### config.mk
export PLATFORM = sky130hd
export DESIGN_NAME = ioexp_cfg_seq
export DESIGN_NICKNAME = d
export VERILOG_FILES = /design/src/rtl/ioexp_cfg_seq.sv
export SDC_FILE = /design/constraint.sdc
export NUM_CORES = 1
export LEC_CHECK = 0
export BUFFER_PORTS_ARGS = -buffer_cell sky130_fd_sc_hd__buf_2
export CORE_ASPECT_RATIO = 1.1
export CORE_MARGIN = 3
export CORE_UTILIZATION = 55
export CTS_CLUSTER_DIAMETER = 120
export CTS_CLUSTER_SIZE = 40
export DETAILED_ROUTE_END_ITERATION = 7
export GPL_TIMING_DRIVEN = 0
export PLACE_DENSITY_LB_ADDON = 0.1
export SLEW_MARGIN = 40
export SYNTH_ARGS = -nofsm -noshare
export SYNTH_HDL_FRONTEND = slang
export SYNTH_SLANG_ARGS = --single-unit
### constraint.sdc
create_clock -name clk -period 3.5 [get_ports clk]
set_input_delay 0.175 -clock clk [delete_from_list [all_inputs] [get_ports clk]]
set_output_delay 0.175 -clock clk [all_outputs]
set_load 0.03 [all_outputs]
### src/rtl/ioexp_cfg_seq.sv
module ioexp_cfg_seq #(
  parameter int          CLK_HZ   = 250_000_000,
  parameter int          SCL_HZ   = 400_000,
  parameter logic [6:0]  DEV_ADDR = 7'h20,
  parameter logic [7:0]  REG_A    = 8'h03,
  parameter logic [7:0]  DATA_A   = 8'hFB,
  parameter logic [7:0]  REG_B    = 8'h01,
  parameter logic [7:0]  DATA_B   = 8'hFB
) (
  input  logic clk,
  input  logic rst_n,
  input  logic sda_in,
  output logic scl_oe,
  output logic sda_oe,
  output logic cmd_req,
  output logic cmd_busy,
  output logic cfg_done,
  output logic cfg_err
);

  localparam int QRAW = CLK_HZ / (4 * SCL_HZ);
  localparam int QTR  = (QRAW < 2) ? 2 : QRAW;
  localparam int QW   = $clog2(QTR);

  typedef enum logic [2:0] {Q_REQ1, Q_RUN1, Q_REQ2, Q_RUN2, Q_PARK} seq_t;
  typedef enum logic [2:0] {M_IDLE, M_START, M_BIT, M_ACK, M_STOP} mst_t;

  seq_t        sq;
  mst_t        ms;
  logic [7:0]  cmd_reg, cmd_dat;
  logic [1:0]  ph;
  logic [QW-1:0] qc;
  logic [23:0] sh;
  logic [2:0]  bn;
  logic [1:0]  by;
  logic        ack_bad;
  logic        scl_lo, sda_lo;
  logic        tick;

  assign tick     = (ms != M_IDLE) && (qc == QW'(QTR - 1));
  assign cfg_done = (sq == Q_PARK);

  // sequencer: two fixed writes, then park
  always_ff @(posedge clk or negedge rst_n) begin
    if (!rst_n) begin
      sq      <= Q_REQ1;
      cmd_req <= 1'b0;
      cmd_reg <= 8'h00;
      cmd_dat <= 8'h00;
    end else begin
      case (sq)
        Q_REQ1, Q_REQ2: begin
          if (!cmd_req && !cmd_busy) begin
            cmd_req <= 1'b1;
            cmd_reg <= (sq == Q_REQ1) ? REG_A  : REG_B;
            cmd_dat <= (sq == Q_REQ1) ? DATA_A : DATA_B;
          end else if (cmd_req && cmd_busy) begin
            cmd_req <= 1'b0;
            sq      <= (sq == Q_REQ1) ? Q_RUN1 : Q_RUN2;
          end
        end
        Q_RUN1: if (!cmd_busy) sq <= cfg_err ? Q_PARK : Q_REQ2;
        Q_RUN2: if (!cmd_busy) sq <= Q_PARK;
        default: sq <= Q_PARK;
      endcase
    end
  end

  // line levels per state and quarter; SDA data moves in quarter 1
  always_comb begin
    scl_lo = 1'b0;
    sda_lo = 1'b0;
    case (ms)
      M_START: sda_lo = ph[1];
      M_BIT: begin
        scl_lo = !ph[1];
        sda_lo = (ph == 2'd0) ? sda_oe : !sh[23];
      end
      M_ACK: begin
        scl_lo = !ph[1];
        sda_lo = (ph == 2'd0) ? sda_oe : 1'b0;
      end
      M_STOP: begin
        scl_lo = !ph[1];
        sda_lo = (ph == 2'd0) ? sda_oe : (ph != 2'd3);
      end
      default: ;
    endcase
  end

  // byte-write master
  always_ff @(posedge clk or negedge rst_n) begin
    if (!rst_n) begin
      ms       <= M_IDLE;
      ph       <= 2'd0;
      qc       <= '0;
      sh       <= 24'h0;
      bn       <= 3'd0;
      by       <= 2'd0;
      ack_bad  <= 1'b0;
      cmd_busy <= 1'b0;
      cfg_err  <= 1'b0;
      scl_oe   <= 1'b0;
      sda_oe   <= 1'b0;
    end else begin
      scl_oe <= scl_lo;
      sda_oe <= sda_lo;
      if (ms == M_IDLE) begin
        if (cmd_req) begin
          sh       <= {DEV_ADDR, 1'b0, cmd_reg, cmd_dat};
          cmd_busy <= 1'b1;
          ms       <= M_START;
          ph       <= 2'd0;
          qc       <= '0;
        end
      end else begin
        qc <= tick ? '0 : qc + 1'b1;
        if (tick) begin
          ph <= ph + 2'd1;
          if (ms == M_ACK && ph == 2'd2) ack_bad <= sda_in;
          if (ph == 2'd3) begin
            case (ms)
              M_START: begin
                ms <= M_BIT;
                bn <= 3'd7;
                by <= 2'd0;
              end
              M_BIT: begin
                sh <= {sh[22:0], 1'b0};
                if (bn == 3'd0) ms <= M_ACK;
                else bn <= bn - 3'd1;
              end
              M_ACK: begin
                if (ack_bad) begin
                  cfg_err <= 1'b1;
                  ms      <= M_STOP;
                end else if (by == 2'd2) begin
                  ms <= M_STOP;
                end else begin
                  by <= by + 2'd1;
                  bn <= 3'd7;
                  ms <= M_BIT;
                end
              end
              default: begin
                ms       <= M_IDLE;
                cmd_busy <= 1'b0;
              end
            endcase
          end
        end
      end
    end
  end

  a_r2_sda_steady_while_scl_high: assert property (@(posedge clk) disable iff (!rst_n)
    (!scl_oe && !$past(scl_oe) && !$stable(sda_oe)) |-> (ms == M_START || ms == M_STOP));

  a_r3_req_held_until_busy: assert property (@(posedge clk) disable iff (!rst_n)
    (cmd_req && !cmd_busy) |=> (cmd_req && $stable(cmd_reg) && $stable(cmd_dat)));

  a_r4_req_drops_after_busy: assert property (@(posedge clk) disable iff (!rst_n)
    $rose(cmd_busy) |=> !cmd_req);

  a_r4_req_low_at_busy_fall: assert property (@(posedge clk) disable iff (!rst_n)
    $fell(cmd_busy) |-> !cmd_req);

  a_r7_park_is_final: assert property (@(posedge clk) disable iff (!rst_n)
    cfg_done |=> (cfg_done && !cmd_req && !cmd_busy));

  a_r8_err_sticky: assert property (@(posedge clk) disable iff (!rst_n)
    cfg_err |=> cfg_err);

endmodule

==> results_dict.tcl, run 1 <==
set metrics [dict create \
    status "finished clean" \
    synthesis.instances 271 \
    regMostFlops "sh" \
    cts_tree "done" \
    endpoint_kind "flip-flop" \
    synthArstFlopShare 1.00 \
    layout_common_cells "dfrtp_1 (53), o21ai_0 (29), nand2_1 (27), a21oi_1 (18), nor2_1 (14)" \
    nNetsFinal 299 \
    grt_max_degree 54 \
    crit_type "flip-flop to flip-flop" \
    path_max_fanout 7 \
    root_buffer "clkbuf_8" \
    crit_required_ps 3710 \
    clock_path_buffers 2 \
    postPlaceCellArea_mm2 0.00278 \
    synth_top_cell_by_area "dfrtp_1" \
    post_synth.cell_area_avg_um2 9.85 \
    grt_pass1_vias 2022 \
    antenna_found_initial 0 \
    synth_ff_type "dfrtp_1" \
    yosysWarnings 0 \
    gp_congestion 0.826 \
    synthXorXnorAreaFrac 0.00656 \
    syn_to_final_growth_pct 8.81 \
    max_cap_viol_count 0 \
    synth_top_cell_area_share 0.497 \
    grt_pass1_wl_um 9810 \
    synth_top_family_by_area "compound AO/OA/AOI/OAI gates" \
    synthTopCellsByArea "dfrtp_1 (50%), o21ai_0 (5.4%), ha_1 (4.2%)" \
    synth-compound-area-share 0.226 \
    cts.clk_slew.worst_paths_ps 100 \
    worstMarginPinSlew_ps 664 \
    largest_reg_flops 24 \
    drt_wl_total_um 5470 \
    cts-htree-levels 2 \
    hold_class "primary input to flip-flop" \
    cts_sinks 53 \
    die_w_um 72.4 \
    hpwl_um 3680 \
    vias 2043 \
    synthSimpleGateAreaFrac 0.172 \
    synthDistinctLibCells 48 \
    die_area_mm2 0.00573 \
    p_leak_nw 1.21 \
    finalCritPeriodShare 0.611 \
    drt-initial-drc-count 188 \
    pre_cts_ws_ps 1360 \
    clkLatencyLatePin_ps 320 \
    via_per_inst 5.97 \
    slew_viol_final 0 \
    grt_use_total 0.218 \
    syn-num-nets 283 \
    syn-cell-area_mm2 0.00267 \
    skew_ps 16.3 \
    power_density_mw_per_mm2 362 \
    antenna_cells 0 \
    synth_seq_cells 53 \
    fin_crit_ps 2140 \
    irDropWorstVdd_mv 0.234 \
    relSlewSlack 0.557 \
    post_cts_buffers 0 \
    dieHeight_um 79.1 \
    io_pins 9 \
    clock.fmax_mhz 468 \
    setup-tns-final_ps 0 \
    numPortBuffers 8 \
    cts_inserted_buffers 5 \
    grt.overflow.total 0 \
    fin_area_mm2 0.00290 \
    remaining_drc_errors 0 \
    setup_slack_ps 1360 \
    drive_above_1_share 0.104 \
    coreArea_mm2 0.00447 \
    cp_data_arrival_time_ps 2350 \
    yosys.area_share.adder 0.0422 \
    rsz0062_at_grt "no" \
    wl_per_cell_um 16.0 \
    initial_utilization 0.597 \
    start_kind "flip-flop" \
    cts_resized 0 \
    synth_edf_count 0 \
    seq_area_frac_synth 0.497 \
    final_common_cell "dfrtp_1" \
    num_rows 25 \
    muxShareOfSynthArea 0.0122 \
    drt_first_pass_iters 4 \
    finalSetupViolCount 0 \
    ant_nets 0 \
    top_regs "sh x24, qc x8" \
    finalHoldViolCount 0 \
]
-- power breakdown --
part	leakage [nW]	internal [mW]	switching, mW
logic	0.519	0.00227	0.0118
registers	0.637	0.612	0.000680
clock network	0.0543	0.214	0.210
total	1.21	0.829	0.223
-- cell families (layout without fill, tap and decap cells) --
logic type,count (synthesis),after routing
adders and majority gates,9,9
buffers and inverters,27,44
xor gates and xnor gates,2,2
AOI/OAI and AO/OA,92,92
DFF,53,53
and+or+nand+nor,85,85
muxes,3,3
-- what timing repair did --
item,in CTS,in global routing
hold buffers,1,0
endpoints found under the hold margin,53,0
endpoints found under the setup margin,0,0
-- cell type report --
cell class	instances	area (um^2)
Buffer	15	73.8
Clock buffer	5	68.8
Clock inverter	3	46.3
Fill cell	370	1570
Inverter	12	45.0
Multi-Input combinational cell	191	1220
Sequential cell	53	1330
Tap cell	54	67.6
Timing Repair Buffer	9	52.6
-- metrics by stage --
step	hold WS [ps]	power (mW)	utilization	instances
floorplan	-121	0.626	-	271
global placement	407	0.639	0.621	333
detailed placement	252	0.639	0.621	333
CTS	82.0	1.06	0.649	342
global route	87.1	1.09	0.649	342
finish	83.0	1.05	0.649	342
-- worst paths after layout --
kind / startpoint / endpoint / slack [ps] / depth (start not counted)
min in group asynchronous: rst_n / sh[15] / 430 / 2
max in group asynchronous: rst_n / sh[7] / 2610 / 2
max reg2reg: qc[0] / by[1] / 1360 / 6
min: sda_in / ack_bad / 80 / 2
max: qc[0] / by[1] / 1360 / 6
min reg2reg: bn[0] / bn[0] / 480 / 1
-- worst max-delay path, cell delays in order (launching register included) --
cell and delay [ps]:
dfrtp_1 420, ha_1 280, and3_1 180, clkbuf_1 240, nand3_1 160, nor3_1 370, mux2_2 380
-- cell usage after synthesis, types with 2 or more instances --
cell type,number
dfrtp_1,53
o21ai_0,29
nand2_1,27
a21oi_1,18
nor2_1,14
a22oi_1,13
clkbuf_1,11
inv_1,11
nand3_1,10
ha_1,9
o221a_1,7
a31oi_1,6
and3_1,4
nor2b_1,4
nor3_1,4
or3_1,4
a22o_1,3
nand2b_1,3
nor3b_1,3
o22ai_1,3
buf_2,2
buf_6,2
mux2_2,2
nand4_1,2
o32ai_1,2
or2_2,2
xor2_1,2
-- routing by layer --
| layer | vias up | part of all wire | GRT usage |
|---|---|---|---|
| met4 | 0 | 0.0093 | 0.0664 |
| li1 | 1029 | - | - |
| met3 | 4 | 0.036 | 0.0418 |
| met5 | - | 0 | 0 |
| met1 | 967 | 0.49 | 0.313 |
| met2 | 43 | 0.46 | 0.333 |
Power figures use the tool's default switching activity.
==> run 2: changes to the inputs <==
clock period = 1.9 ns   (was 3.5 ns; I/O delays follow)
==> results_dict.tcl, run 2 (same netlist as run 1, synthesis figures left out) <==
set metrics [dict create \
    status "finished clean" \
    r2r_cells 4 \
    initial_utilization 0.597 \
    grt_pass1_vias 2070 \
    max_cap_viol_count 0 \
    hold_class "primary input to flip-flop" \
    relSlewSlack 0.555 \
    clock.fmax_mhz 536 \
    top_regs "sh x24, qc x8" \
    crit_type "flip-flop to flip-flop" \
    endpoint_kind "flip-flop" \
    clkLatencyLatePin_ps 320 \
    finalSetupViolCount 0 \
    fin_area_mm2 0.00301 \
    fin_util 0.674 \
    rr_endpoint "sh[7]" \
    r2r_slack_ps 40 \
    cts_sinks 53 \
    final_common_cell "dfrtp_1" \
    placed_cells 333 \
    io_pins 9 \
    drt_first_pass_iters 4 \
    crit_required_ps 2100 \
    cts_tree "done" \
    nNetsFinal 303 \
    crit_buf_inv 1 \
    share_comb_of_total_power 0.013 \
    grt_use_total 0.222 \
    irDropWorstVdd_mv 0.442 \
    root_buffer "clkbuf_8" \
    die_w_um 72.4 \
    cp.depth 4 \
    path_max_fanout 9 \
    coreArea_mm2 0.00447 \
    worstMarginPinSlew_ps 667 \
    fin_crit_ps 1860 \
    multi_input_area_mm2 0.00128 \
    num_rows 25 \
    drive_above_1_share 0.199 \
    largest_reg_flops 24 \
    finalHoldViolCount 0 \
    regArea_mm2 0.00133 \
    skew_ps 14.7 \
    rsz0062_at_grt "yes" \
    regMostFlops "sh" \
    hold_depth 2 \
    cts-htree-levels 2 \
    wl_per_cell_um 16.4 \
    grt.overflow.total 0 \
    p_seq_frac 0.582 \
    timing.rr.start "qc[2]" \
    cp_data_arrival_time_ps 2060 \
    postPlaceCellArea_mm2 0.00278 \
    gp_congestion 0.826 \
    numPortBuffers 8 \
    endpoint "sh[7]" \
    nFillCells 355 \
    grt_pass1_wl_um 9980 \
    remaining_drc_errors 0 \
    critPathLaunch "qc[2]" \
    die_area_mm2 0.00573 \
    finalCritPeriodShare 0.981 \
    slew_viol_final 0 \
    netSwitchingPower_mw 0.415 \
    setup-tns-final_ps 0 \
    dieHeight_um 79.1 \
    antenna_cells 0 \
    drt-initial-drc-count 188 \
    max_stage_delay_ps 520 \
    syn_to_final_growth_pct 12.9 \
    clock_path_buffers 2 \
    path_cells "buf_6, or4b_4, or3_4, o221a_1" \
    grt_max_degree 54 \
    power_density_mw_per_mm2 644 \
    ant_nets 0 \
    antenna_found_initial 0 \
    p_leak_nw 1.26 \
    slowest_stage "or4b_4" \
    p_int_mw 1.53 \
    cts.clk_slew.worst_paths_ps 100 \
    start_kind "flip-flop" \
    via_per_inst 6.04 \
    p_sw_frac 0.214 \
    drt_wl_total_um 5660 \
    hold-worst-slack_ps 3.59 \
    fin_cells 346 \
    cp_top_family "simple AND/OR/NAND/NOR gates" \
    clkPwrFrac 0.405 \
    vias 2091 \
    layout_common_cells "dfrtp_1 (49), o21ai_0 (29), nand2_1 (27), a21oi_1 (17), a22oi_1 (13)" \
    cts_inserted_buffers 5 \
    hpwl_um 3680 \
]
[run 2: timing repair]
| item | CTS | global route |
|---|---|---|
| endpoints found under the setup margin | 36 | 39 |
| gates resized for setup | 12 | 19 |
| hold buffers | 1 | 0 |
| pin swaps | 3 | 2 |
| hold endpoints to repair | 53 | 0 |
| setup buffers | 5 | 3 |
[run 2: per-stage QoR]
step                      setup WS, ps  power (mW)
after global routing            -0.285        2.00
after CTS                         11.3        1.96
after global placement            -197        1.18
final                             35.8        1.94
after floorplan                   10.5        1.15
after detailed placement          -236        1.18
[run 2: cell type report]
cell class,instances,share of cell area
flip-flops and latches,53,0.442
multi-input cells,191,0.424
repair buffers,17,0.0374
clock buffers,5,0.0228
well taps,54,0.0224
plain buffers,11,0.0212
clock inverters,3,0.0154
inverters,12,0.0154
[run 2: power by group through the flow]
stage          Clock (mW)  Combinational (mW)  Sequential [mW]
3_5_place_dp            0              0.0259             1.15
4_1_cts             0.799              0.0276             1.13
6_report            0.787              0.0260             1.13
5_1_grt             0.843              0.0306             1.13
3_3_place_gp            0              0.0252             1.15
2_1_floorplan           0            0.000959             1.15
[run 2: how the worst min path moves through the flow]
stage / endpoint / slack, ps / from
after floorplan: ack_bad / -200 / rst_n
after global placement: ack_bad / 330 / sda_in
after detailed placement: scl_oe / 170 / rst_n
after CTS: ack_bad / 2 / sda_in
after global routing: ack_bad / 7 / sda_in
final: ack_bad / 4 / sda_in
[run 2: routing by layer]
layer  part of all wire  global-route usage  vias up  wire length [um]
li1                   -                   -     1039                 -
met1               0.48               0.316     1003              2720
met2               0.46               0.342       43              2610
met3              0.046              0.0418        6               260
met4              0.012              0.0683        0                70
met5                  0                   0        -                 0
==> run 3: changes to the inputs <==
ABC_AREA = 1   (was not set)
HOLD_SLACK_MARGIN = 0.15   (was not set)
MAX_ROUTING_LAYER = met4   (was not set)
==> results_dict.tcl, run 3 <==
set metrics [dict create \
    status "finished clean" \
    grt_pass1_vias 2004 \
    max_stage_delay_ps 400 \
    coreArea_mm2 0.00503 \
    grt.overflow.total 0 \
    clock.fmax_mhz 611 \
    regMostFlops "sh" \
    postPlaceCellArea_mm2 0.00301 \
    numPortBuffers 8 \
    grt_max_degree 54 \
    cts_resized 0 \
    drt_wl_total_um 5310 \
    share_comb_of_total_power 0.014 \
    synthTopCellsByArea "dfrtp_1 (46%), nand2_1 (17%), inv_1 (4.5%)" \
    syn-num-nets 366 \
    path_max_fanout 10 \
    cpMostUsedCell "nand2_1" \
    cts_inserted_buffers 5 \
    cts-htree-levels 2 \
    finalCritPeriodShare 0.861 \
    r2r_cells 9 \
    yosysWarnings 0 \
    syn-cell-area_mm2 0.00289 \
    post_synth.cell_area_avg_um2 8.16 \
    crit_type "flip-flop to flip-flop" \
    critPathLaunch "qc[0]" \
    path_cells "ha_1, nand2_1, nor2_4, nand3_4, nand2_4, nand2_2, buf_4, nand2_1, nand2_1" \
    antenna_found_initial 0 \
    hpwl_um 3660 \
    finalHoldViolCount 0 \
    skew_ps 8.24 \
    placed_cells 420 \
    netSwitchingPower_mw 0.381 \
    remaining_drc_errors 0 \
    nNetsFinal 383 \
    clock_path_buffers 2 \
    synth_top_cell_area_share 0.459 \
    synth_seq_cells 53 \
    synthDistinctLibCells 32 \
    io_pins 9 \
    drt_first_pass_iters 4 \
    p_sw_frac 0.196 \
    fin_crit_ps 1640 \
    synthArstFlopShare 1.00 \
    grt_pass1_wl_um 9130 \
    p_seq_frac 0.580 \
    synth_ff_type "dfrtp_1" \
    gp_congestion 0.833 \
    endpoint_kind "flip-flop" \
    ctsHoldBuffers 2 \
    via_per_inst 5.18 \
    drive_above_1_share 0.132 \
    hold_class "primary input to async pin" \
    die_area_mm2 0.00616 \
    slew_viol_final 0 \
    layout_common_cells "nand2_1 (134), dfrtp_1 (53), inv_1 (35), nand3_1 (20), nor2_1 (19)" \
    rsz0062_at_grt "no" \
    root_buffer "clkbuf_8" \
    wl_per_cell_um 12.4 \
    antenna_cells 0 \
    seq_area_frac_synth 0.459 \
    synth_top_cell_by_area "dfrtp_1" \
    cts_tree "done" \
    top_regs "sh x24, qc x8" \
    worstMarginPinSlew_ps 680 \
    vias 2226 \
    fin_cells 430 \
    die_w_um 75.1 \
    cts.clk_slew.worst_paths_ps 90 \
    irDropWorstVdd_mv 0.333 \
    synth_most_common_cell "nand2_1" \
    max_cap_viol_count 0 \
    final_common_cell "nand2_1" \
    dieHeight_um 82.0 \
    drt-initial-drc-count 117 \
    slowest_stage "dfrtp_1" \
    largest_reg_flops 24 \
    synth_common_cells "nand2_1 (134), dfrtp_1 (53), inv_1 (35), nand3_1 (20), nor2_1 (19)" \
    cp_data_arrival_time_ps 1830 \
    start_kind "flip-flop" \
    synth_edf_count 0 \
    p_total_mw 1.94 \
    setup-tns-final_ps 0 \
    initial_utilization 0.574 \
    synthesis.instances 354 \
    ant_nets 0 \
    clkLatencyLatePin_ps 300 \
    clkPwrFrac 0.406 \
    cts_sinks 53 \
    finalSetupViolCount 0 \
    syn_to_final_growth_pct 8.70 \
    post_cts_buffers 0 \
    p_int_mw 1.56 \
    power_density_mw_per_mm2 618 \
    fin_area_mm2 0.00314 \
    timing.rr.start "qc[0]" \
    p_leak_nw 1.63 \
    relSlewSlack 0.547 \
    grt_use_total 0.199 \
    crit_required_ps 2090 \
    num_rows 27 \
]
==> run 3: changes by cell type after synthesis, moves of 5 or more <==
cell	change
nand3b_1	+13
a22oi_1	-13
inv_1	+24
a21oi_1	-15
nand3_2	+9
nand2_1	+107
a31oi_1	-5
clkbuf_1	-11
nand3_1	+10
o21ai_0	-12
nor2_1	+5
o221a_1	-7
==> run 3: metal layers <==
| metal | GRT usage | vias to the layer above | share of wire |
|---|---|---|---|
| met5 | - | - | 0 |
| met1 | 0.250 | 1061 | 0.50 |
| li1 | - | 1147 | - |
| met2 | 0.324 | 14 | 0.47 |
| met3 | 0.0404 | 4 | 0.020 |
| met4 | 0.0587 | 0 | 0.011 |
==> run 3: worst max-delay path, delay by kind of cell (launching register included) <==
kind	cells	cell delay, ps
AND/OR/NAND/NOR	7	700
buffers and inverters	1	200
flip-flops	1	400
adder cells (fa/ha/maj)	1	220
==> run 3: path summary, 6_finish.rpt <==
path	endpoint	slack (ps)
max	sh[20]	260
min	sq[1]	370
max reg2reg	sh[20]	260
min reg2reg	sh[21]	480
max in group asynchronous	ms[2]	1070
min in group clk	sh[21]	480
==> run 3: cells by family (layout without fill, tap and decap cells) <==
family,Yosys count,count (layout),share of synthesized area
xor gates and xnor gates,3,3,0.00909
adders and majority gates,9,9,0.0390
AOI/OAI and AO/OA,30,30,0.0610
DFF,53,53,0.459
and+or+nand+nor,211,211,0.350
buffers and inverters,48,66,0.0823
==> run 3: through the flow <==
step | hold slack [ps] | setup WS, ps | util
finish | 367 | 264 | 0.624
global route | 422 | 151 | 0.624
CTS | 387 | 265 | 0.624
detailed placement | 179 | 282 | 0.597
global placement | 300 | 299 | 0.597
floorplan | -201 | 377 | -
==> run 3: final cells by class <==
| class | instances | area [um^2] |
|---|---|---|
| fillers | 462 | 1890 |
| multi-input cells | 253 | 1330 |
| clock buffers | 7 | 86.3 |
| flip-flops and latches | 53 | 1330 |
| clock inverters | 1 | 30.0 |
| plain buffers | 10 | 92.6 |
| repair buffers | 10 | 62.6 |
| inverters | 38 | 145 |
| well taps | 58 | 72.6 |
==> run 3: power groups by stage <==
| stage | Sequential, mW | Combinational (mW) | Clock [mW] |
|---|---|---|---|
| 4_1_cts | 1.13 | 0.0286 | 0.811 |
| 6_report | 1.13 | 0.0268 | 0.789 |
| 3_3_place_gp | 1.15 | 0.0249 | 0 |
| 2_1_floorplan | 1.15 | 0.000000875 | 0 |
| 5_1_grt | 1.13 | 0.0316 | 0.862 |
| 3_5_place_dp | 1.15 | 0.0254 | 0 |
